$ cat config.mk
export PLATFORM = sky130hd
export DESIGN_NAME = eep_microwire
export DESIGN_NICKNAME = d
export VERILOG_FILES = /design/src/rtl/eep_pkg.sv /design/src/rtl/eep_edge_det.sv /design/src/rtl/eep_busy_timer.sv /design/src/rtl/eep_store.sv /design/src/rtl/eep_microwire.sv
export SDC_FILE = /design/constraint.sdc
export NUM_CORES = 2
export LEC_CHECK = 0
export BUFFER_PORTS_ARGS = -buffer_cell sky130_fd_sc_hd__buf_2
export CAP_MARGIN = 20
export CORE_UTILIZATION = 30
export DETAILED_ROUTE_END_ITERATION = 10
export GPL_ROUTABILITY_DRIVEN = 0
export REMOVE_ABC_BUFFERS = 1
export SLEW_MARGIN = 5
export SYNTH_ARGS = -nofsm -noshare
export SYNTH_HDL_FRONTEND = slang
export SYNTH_SLANG_ARGS = --single-unit
$ cat constraint.sdc
create_clock -name clk -period 4.6 [get_ports clk]
set_input_delay 1.38 -clock clk [delete_from_list [all_inputs] [get_ports clk]]
set_output_delay 1.38 -clock clk [all_outputs]
set_load 0.1 [all_outputs]
$ cat src/rtl/eep_pkg.sv
package eep_pkg;
   localparam int EEP_DW = 16;

   typedef enum logic [1:0] {
      OP_EXT   = 2'b00,
      OP_WRITE = 2'b01,
      OP_READ  = 2'b10,
      OP_ERASE = 2'b11
   } eep_op_e;

   typedef enum logic [2:0] {
      S_IDLE,
      S_OPC,
      S_ADDR,
      S_DATA,
      S_RDATA,
      S_DONE
   } eep_st_e;

   localparam logic [1:0] XS_EWDS = 2'b00;
   localparam logic [1:0] XS_WRAL = 2'b01;
   localparam logic [1:0] XS_ERAL = 2'b10;
   localparam logic [1:0] XS_EWEN = 2'b11;
endpackage

$ cat src/rtl/eep_edge_det.sv
module eep_edge_det (
   input  logic clk,
   input  logic rst,
   input  logic sig_i,
   output logic rise_o
);
   logic sig_q;

   always_ff @(posedge clk) begin
      if (rst) sig_q <= 1'b0;
      else     sig_q <= sig_i;
   end

   assign rise_o = sig_i & ~sig_q;
endmodule

$ cat src/rtl/eep_busy_timer.sv
module eep_busy_timer #(
   parameter int CYCLES = 40
) (
   input  logic clk,
   input  logic rst,
   input  logic start_i,
   output logic busy_o
);
   localparam int CW = $clog2(CYCLES + 1);
   logic [CW-1:0] cnt_q;

   always_ff @(posedge clk) begin
      if (rst)               cnt_q <= '0;
      else if (start_i)      cnt_q <= CW'(CYCLES);
      else if (cnt_q != '0)  cnt_q <= cnt_q - 1'b1;
   end

   assign busy_o = (cnt_q != '0);
endmodule

$ cat src/rtl/eep_store.sv
module eep_store #(
   parameter int          AW   = 6,
   parameter int          DW   = 16,
   parameter logic [15:0] INIT = 16'hFFFF
) (
   input  logic          clk,
   input  logic          rst,
   input  logic          wr_one_i,
   input  logic          wr_all_i,
   input  logic [AW-1:0] waddr_i,
   input  logic [DW-1:0] wdata_i,
   input  logic [AW-1:0] raddr_i,
   output logic [DW-1:0] rdata_o
);
   localparam int DEPTH = 1 << AW;
   logic [DW-1:0] words [DEPTH];

   for (genvar i = 0; i < DEPTH; i++) begin : g_word
      logic [DW-1:0] word_q;
      always_ff @(posedge clk) begin
         if (rst)
            word_q <= DW'(INIT);
         else if (wr_all_i || (wr_one_i && waddr_i == AW'(i)))
            word_q <= wdata_i;
      end
      assign words[i] = word_q;
   end

   assign rdata_o = words[raddr_i];
endmodule

$ cat src/rtl/eep_microwire.sv
module eep_microwire #(
   parameter int ADDR_W      = 6,
   parameter int BUSY_CYCLES = 40
) (
   input  logic clk,
   input  logic rst,
   input  logic cs_i,
   input  logic sk_i,
   input  logic di_i,
   output logic dout_o
);
   import eep_pkg::*;

   localparam int DW = EEP_DW;
   localparam int CW = $clog2(DW + 1);

   if (!(ADDR_W == 6 || ADDR_W == 8)) begin : g_bad_aw
      $error("eep_microwire: ADDR_W must be 6 or 8");
   end
   if (BUSY_CYCLES < 1) begin : g_bad_busy
      $error("eep_microwire: BUSY_CYCLES must be at least 1");
   end

   eep_st_e       st;
   eep_op_e       opc;
   logic [CW-1:0] bitcnt;
   logic [ADDR_W-1:0] addr;
   logic [DW-1:0] shreg;
   logic          rd_bit;
   logic          wen;
   logic          stat_en;
   logic          sk_rise;
   logic          busy;
   logic [DW-1:0] rdata;

   eep_edge_det u_edge (
      .clk    (clk),
      .rst    (rst),
      .sig_i  (sk_i),
      .rise_o (sk_rise)
   );

   // next-state views of the shift registers
   logic [ADDR_W-1:0] addr_nx;
   logic [DW-1:0]     data_nx;
   logic [1:0]        xsel;
   logic              step, at_addr_end, at_data_end;
   logic              l_erase, l_eral, l_write, l_wral, prog;
   logic              wr_one, wr_all;
   logic [ADDR_W-1:0] waddr;
   logic [DW-1:0]     wdata;

   assign addr_nx     = {addr[ADDR_W-2:0], di_i};
   assign data_nx     = {shreg[DW-2:0], di_i};
   assign xsel        = addr_nx[ADDR_W-1 -: 2];
   assign step        = sk_rise & cs_i;
   assign at_addr_end = (st == S_ADDR) && (bitcnt == CW'(ADDR_W - 1));
   assign at_data_end = (st == S_DATA) && (bitcnt == CW'(DW - 1));

   assign l_erase = step && at_addr_end && (opc == OP_ERASE);
   assign l_eral  = step && at_addr_end && (opc == OP_EXT) && (xsel == XS_ERAL);
   assign l_write = step && at_data_end && (opc == OP_WRITE);
   assign l_wral  = step && at_data_end && (opc == OP_EXT);
   assign prog    = wen && (l_erase || l_eral || l_write || l_wral);

   assign wr_one = wen && (l_erase || l_write);
   assign wr_all = wen && (l_eral || l_wral);
   assign waddr  = l_erase ? addr_nx : addr;
   assign wdata  = (l_erase || l_eral) ? '1 : data_nx;

   eep_store #(
      .AW   (ADDR_W),
      .DW   (DW),
      .INIT (16'hFFFF)
   ) u_store (
      .clk      (clk),
      .rst      (rst),
      .wr_one_i (wr_one),
      .wr_all_i (wr_all),
      .waddr_i  (waddr),
      .wdata_i  (wdata),
      .raddr_i  (addr_nx),
      .rdata_o  (rdata)
   );

   eep_busy_timer #(
      .CYCLES (BUSY_CYCLES)
   ) u_busy (
      .clk     (clk),
      .rst     (rst),
      .start_i (prog),
      .busy_o  (busy)
   );

   always_ff @(posedge clk) begin
      if (rst) begin
         st      <= S_IDLE;
         opc     <= OP_EXT;
         bitcnt  <= '0;
         addr    <= '0;
         shreg   <= '0;
         rd_bit  <= 1'b0;
         wen     <= 1'b0;
         stat_en <= 1'b0;
      end else begin
         if (prog) stat_en <= 1'b1;
         if (!cs_i) begin
            st     <= S_IDLE;
            bitcnt <= '0;
            rd_bit <= 1'b0;
         end else if (sk_rise) begin
            unique case (st)
               S_IDLE: begin
                  if (di_i && !busy) begin
                     st      <= S_OPC;
                     bitcnt  <= '0;
                     stat_en <= 1'b0;
                  end
               end
               S_OPC: begin
                  opc <= eep_op_e'({opc[0], di_i});
                  if (bitcnt == CW'(1)) begin
                     st     <= S_ADDR;
                     bitcnt <= '0;
                  end else begin
                     bitcnt <= bitcnt + 1'b1;
                  end
               end
               S_ADDR: begin
                  addr <= addr_nx;
                  if (at_addr_end) begin
                     bitcnt <= '0;
                     unique case (opc)
                        OP_READ: begin
                           shreg  <= rdata;
                           rd_bit <= 1'b0;
                           st     <= S_RDATA;
                        end
                        OP_WRITE: st <= S_DATA;
                        OP_ERASE: st <= S_DONE;
                        default: begin
                           unique case (xsel)
                              XS_EWEN: begin wen <= 1'b1; st <= S_DONE; end
                              XS_EWDS: begin wen <= 1'b0; st <= S_DONE; end
                              XS_WRAL: st <= S_DATA;
                              default: st <= S_DONE;
                           endcase
                        end
                     endcase
                  end else begin
                     bitcnt <= bitcnt + 1'b1;
                  end
               end
               S_DATA: begin
                  shreg <= data_nx;
                  if (at_data_end) st <= S_DONE;
                  else             bitcnt <= bitcnt + 1'b1;
               end
               S_RDATA: begin
                  if (bitcnt == CW'(DW)) begin
                     st     <= S_DONE;
                     rd_bit <= 1'b0;
                  end else begin
                     rd_bit <= shreg[DW-1];
                     shreg  <= {shreg[DW-2:0], 1'b0};
                     bitcnt <= bitcnt + 1'b1;
                  end
               end
               default: ;
            endcase
         end
      end
   end

   assign dout_o = cs_i & ((st == S_RDATA) ? rd_bit
                                           : ((st == S_IDLE) & stat_en & ~busy));
endmodule

# Word level (Yosys, flattened, before mapping)
# Cells that the tools add are included.
# classes
addsub,2
order_cmp,1
eq_ne,85
mux,36
bitwise_logic,10
n_reduce_logical,167
# ops
operator,n
$eq A6 B6 Y1 const B,32
$bmux W16 S6,1
$eq A6 B5 Y1 const B,16
$mux W16,6
$logic_and A1 B1 Y1,77
$logic_or A1 B1 Y1,69
$eq A6 B4 Y1 const B,8
$pmux W16 S3,1
$mux W5,5
$pmux W5 S5,1
$eq A6 B3 Y1 const B,4
$mux W3,6
$mux W6,3
$pmux W3 S5,1
$ne A2 B2 Y1 const B,7
$eq A6 B2 Y1 const B,2
$reduce_and A6 Y1,2
$mux W1,9
$pmux W3 S3,1
$eq A2 B2 Y1 const B,4
$ge A7 B7 Y1 const B,1
$not A6 Y7,1
$reduce_and A7 Y1,1
$eq A3 B2 Y1 const B,2
27 further kinds,41
# word_totals
register_bits,1066

# Logic depth before layout (Yosys ltp)
# logic_depth
depth_word,15
ltp_mapped,12
ltp_nobuf,9

# By module
# Synthesis repeated with hierarchy kept, for this count alone.
# unflattened
hier_cells,4606
hier_area_um2,48963.2
# by_module_without_submodules
mod,instances,cells_each,area_per_inst_um2
eep_store,1,4308,46311.9
eep_microwire,1,263,2289.7
eep_busy_timer,1,32,314.1
eep_edge_det,1,3,47.5

# Worst setup path before layout
# OpenSTA, ideal clock, no wires.
# synth_path
path_kind,reg-to-output
start,register u_busy.cnt_q[0]
end,output dout_o
arrival_time_ns,2.298
t_required_ns,3.220
slack_ns,0.922
path_stages_with_launch,9
path_buffers,1
path_cell_list,dfxtp_1 -> inv_1 -> ha_1 -> nor4b_1 -> and2_1 -> clkbuf_1 -> nand2_1 -> o21ai_0 -> and3_1
# synth_via
elab_chain_len,5
# synth_lines
item,line_no,rtl
from (decl),eep_busy_timer.sv:10,logic [CW-1:0] cnt_q;
from (signal assigned),eep_busy_timer.sv:14,else if (start_i) cnt_q <= CW'(CYCLES);
from (signal assigned),eep_busy_timer.sv:15,else if (cnt_q != '0) cnt_q <= cnt_q - 1'b1;
$reduce_bool A6 Y1,eep_busy_timer.sv:18,assign busy_o = (cnt_q != '0);
$not A1 Y1,eep_microwire.sv:176,: ((st == S_IDLE) & stat_en & ~busy));
$and A1 B1 Y1,eep_microwire.sv:176,
$mux W1,eep_microwire.sv:175,assign dout_o = cs_i & ((st == S_RDATA) ? rd_bit
$and A1 B1 Y1,eep_microwire.sv:175,
to (decl),eep_microwire.sv:10,output logic dout_o
# Every way passes these cells.

# Final worst setup path
# Ends and elaborated chain as after synthesis.

==> flow_summary_export.csv <==
group,metric,value,unit
outcome,outcome,"finished, final reports clean",
clocking,cts_hold_buf,0,
critical_path,reg2reg_from,"st[1]",
clocking,clock_sinks,1066,
clocking,cts_root_buf,"clkbuf_16",
sta,worst_slew_pin_slew,1200,ps
layout,area_delta_synth_final,13.8,%
die,die-height,401,um
critical_path,crit_path_max_fanout,6,
logic_synthesis,netlist_area,0.0477,mm2
logic_synthesis,yosysUniqueCellTypes,92,
sta,worst_slack,270,ps
routing,postRouteAntennaNets,0,
clocking,worstSkewPairLatency,720,ps
die,core.rowCount,145,
critical_path,critical_path_arrival,2950,ps
logic_synthesis,async_flop_share,0,
critical_path,worst_setup_path_end_kind,"output port",
critical_path,crit_type,"flop to output port",
routing,drc,0,
routing,vias,40372,
clocking,cts_buffers,109,
placed_design,io_buffers,5,
die,die_area,0.161,mm2
critical_path,rr_endpoint,"u_store.g_word[48].word_q[10]",
power_and_ir_drop,finalPower,19.2,mW
min_path,hold_path_class,"flop to flop",
logic_synthesis,ys_warn_count,0,
min_path,min-delay-start,"stat_en",
placed_design,dpl_worst_slack,501,ps
sta,relSlewSlack,0.197,
die,core_region_area,0.157,mm2
clocking,clk_pin_slew,60,ps
logic_synthesis,synth_cells,4727,
global_routing,grt_pass1_vias,38118,
global_routing,antenna_found_initial,0,
routing,firstDrtPassIters,6,
layout,fillCellCount,15557,
logic_synthesis,ys.flop_type,"dfxtp_1",
sta,setup_viol,0,
placed_design,dp_cells,6458,
power_and_ir_drop,p_leak,18.4,nW
clocking,cts_buffer_depth,3,
sta,fin_worst_skew,52.0,ps
die,ios,6,
global_routing,grt_overflow,0,
global_routing,track_usage,0.208,
sta,min_period_over_period,0.941,
layout,finalNonFillerCells,6662,
power_and_ir_drop,max-vdd-ir-drop,0.309,mV
sta,final_max_slew_viol_count,0,
layout,n_antenna_cell,0,
sta,min_period,4330,ps
logic_synthesis,ys_seq_area_frac,0.448,
placed_design,hpwl,104000,um
sta,fmax,231,MHz
logic_synthesis,synth-edff-count,0,
sta,rsz0062_at_grt,"false",
min_path,whs_endpoint,"stat_en",
logic_synthesis,syn_area_per_cell,10.1,um2
routing,drtIter0Drc,5024,
critical_path,reg2reg_slack,840,ps
clocking,postCtsResizedCells,0,
min_path,hold_depth,2,
layout,final_core_util,0.346,
clocking,cts_htree_levels,3,
power_and_ir_drop,power_density,354,mW/mm2
flow_run,maxCapViolCount,0,
critical_path,critPathLaunchType,"flop",
critical_path,worstPathRequired,3220,ps
global_routing,grt_max_degree,129,
die,die_w,401,um
clocking,cts_setup_buffers,0,
layout,nets,4525,
sta,hold_viol_final,0,
logic_synthesis,yosys_register_bits,1066,
routing,routed_wl,173000,um
die,start_util,0.304,
critical_path,r2r_cells,9,
layout,drive_gt1_frac,0.214,
global_routing,grt_pass1_wl,257000,um
routing,viasPerCell,6.06,
routing,avgRoutedWirePerCell,26.0,um
clocking,cts_tree,"done",
==> cell type report <==
type	instances	area, um2	share of cell area
Timing Repair Buffer	261	2390	0.0440
Clock inverter	39	447	0.00823
Clock buffer	164	3240	0.0596
Multi-Input combinational cell	3056	24200	0.446
Sequential cell	1066	21300	0.393
Inverter	18	70.1	0.00129
Tap cell	2058	2570	0.0475
==> Yosys cell counts, drive strengths merged (183+ instances only) <==
library cell | count | area [um2]
buf | 189 | 905
clkbuf | 398 | 1490
a21oi | 183 | 916
mux2i | 196 | 1960
o211ai | 213 | 1600
dfxtp | 1066 | 21300
nor2 | 200 | 763
mux4 | 259 | 5830
o21ai | 440 | 2210
nand2 | 276 | 1050
nor3 | 459 | 2330
a211oi | 311 | 2410
==> layout by cell type (no fill, tap or decap), types with 16 or more instances in the layout <==
cell       count
a211oi_1     296
a21oi_1      183
a221oi_1      16
a32oi_1       22
buf_12        33
buf_4        221
clkbuf_1      26
clkbuf_16    110
clkbuf_8      29
clkinv_2      25
dfxtp_1     1063
mux2i_1      196
mux4_2       259
nand2_1      273
nand3_1       54
nand4_1       19
nor2_1       181
nor2_2        18
nor2b_1       19
nor3_1       431
nor3_2        24
o211ai_1     213
o21ai_0      430
o221a_2      156
or3_1         21
==> report_power, final <==
group | internal [mW] | switching [mW]
logic | 0.227 | 0.572
registers | 9.25 | 0.0213
clock network | 5.21 | 3.91
==> worst max-delay path by stage <==
stage          slack, ps                            to  cells after the start            start
3_5_place_dp         500  u_store.g_word[54].word_q[4]                      8             cs_i
2_1_floorplan      -9930  u_store.g_word[57].word_q[2]                      6             sk_i
4_1_cts              230                        dout_o                      8  u_busy.cnt_q[0]
6_report             270                        dout_o                      8  u_busy.cnt_q[0]
5_1_grt                6                        dout_o                      8  u_busy.cnt_q[0]
3_3_place_gp         330  u_store.g_word[57].word_q[4]                      7             cs_i
==> registers in the layout, indices dropped and copies added (netlist names) <==
signal	cells
addr	6
bitcnt	5
opc	2
rd_bit	1
shreg	16
st	3
stat_en	1
u_busy.cnt_q	6
u_edge.sig_q	1
u_store.g_word.word_q	1024
wen	1
==> worst max-delay path, stage by stage (launching register included) <==
cell and delay, ps:
dfxtp_1 310, inv_1 90, ha_1 210, nor4b_1 530
and2_1 350, nand2_1 80, o21ai_0 130, and3_1 160
buf_2 420
==> routing by layer <==
metal	wire (um)	track usage
met4	7800	0.0877
met1	73200	0.286
met2	76100	0.316
met3	16200	0.0416
met5	0	0
==> stage by stage <==
stage / hold WS (ps) / setup TNS, ps / area (um2)
after CTS: 474 / 0 / 54200
after global routing: 483 / 0 / 54300
after floorplan: 426 / -7535530 / 45300
after global placement: 451 / 0 / 50500
final: 469 / 0 / 54300
after detailed placement: 463 / 0 / 50600
==> cell families (layout without fill, tap and decap cells) <==
kind of cell               count (synthesis)  in the layout  share of synthesized area
and+or+nand+nor                         1124           1124                      0.115
muxes                                    467            467                      0.166
buffers and inverters                    605            482                     0.0517
DFF                                     1066           1066                      0.448
xor gates and xnor gates                   7              7                    0.00129
AOI/OAI and AO/OA                       1450           1450                      0.217
adders and majority gates                  8              8                    0.00210
Note: power is estimated with default switching activity, not from simulation.
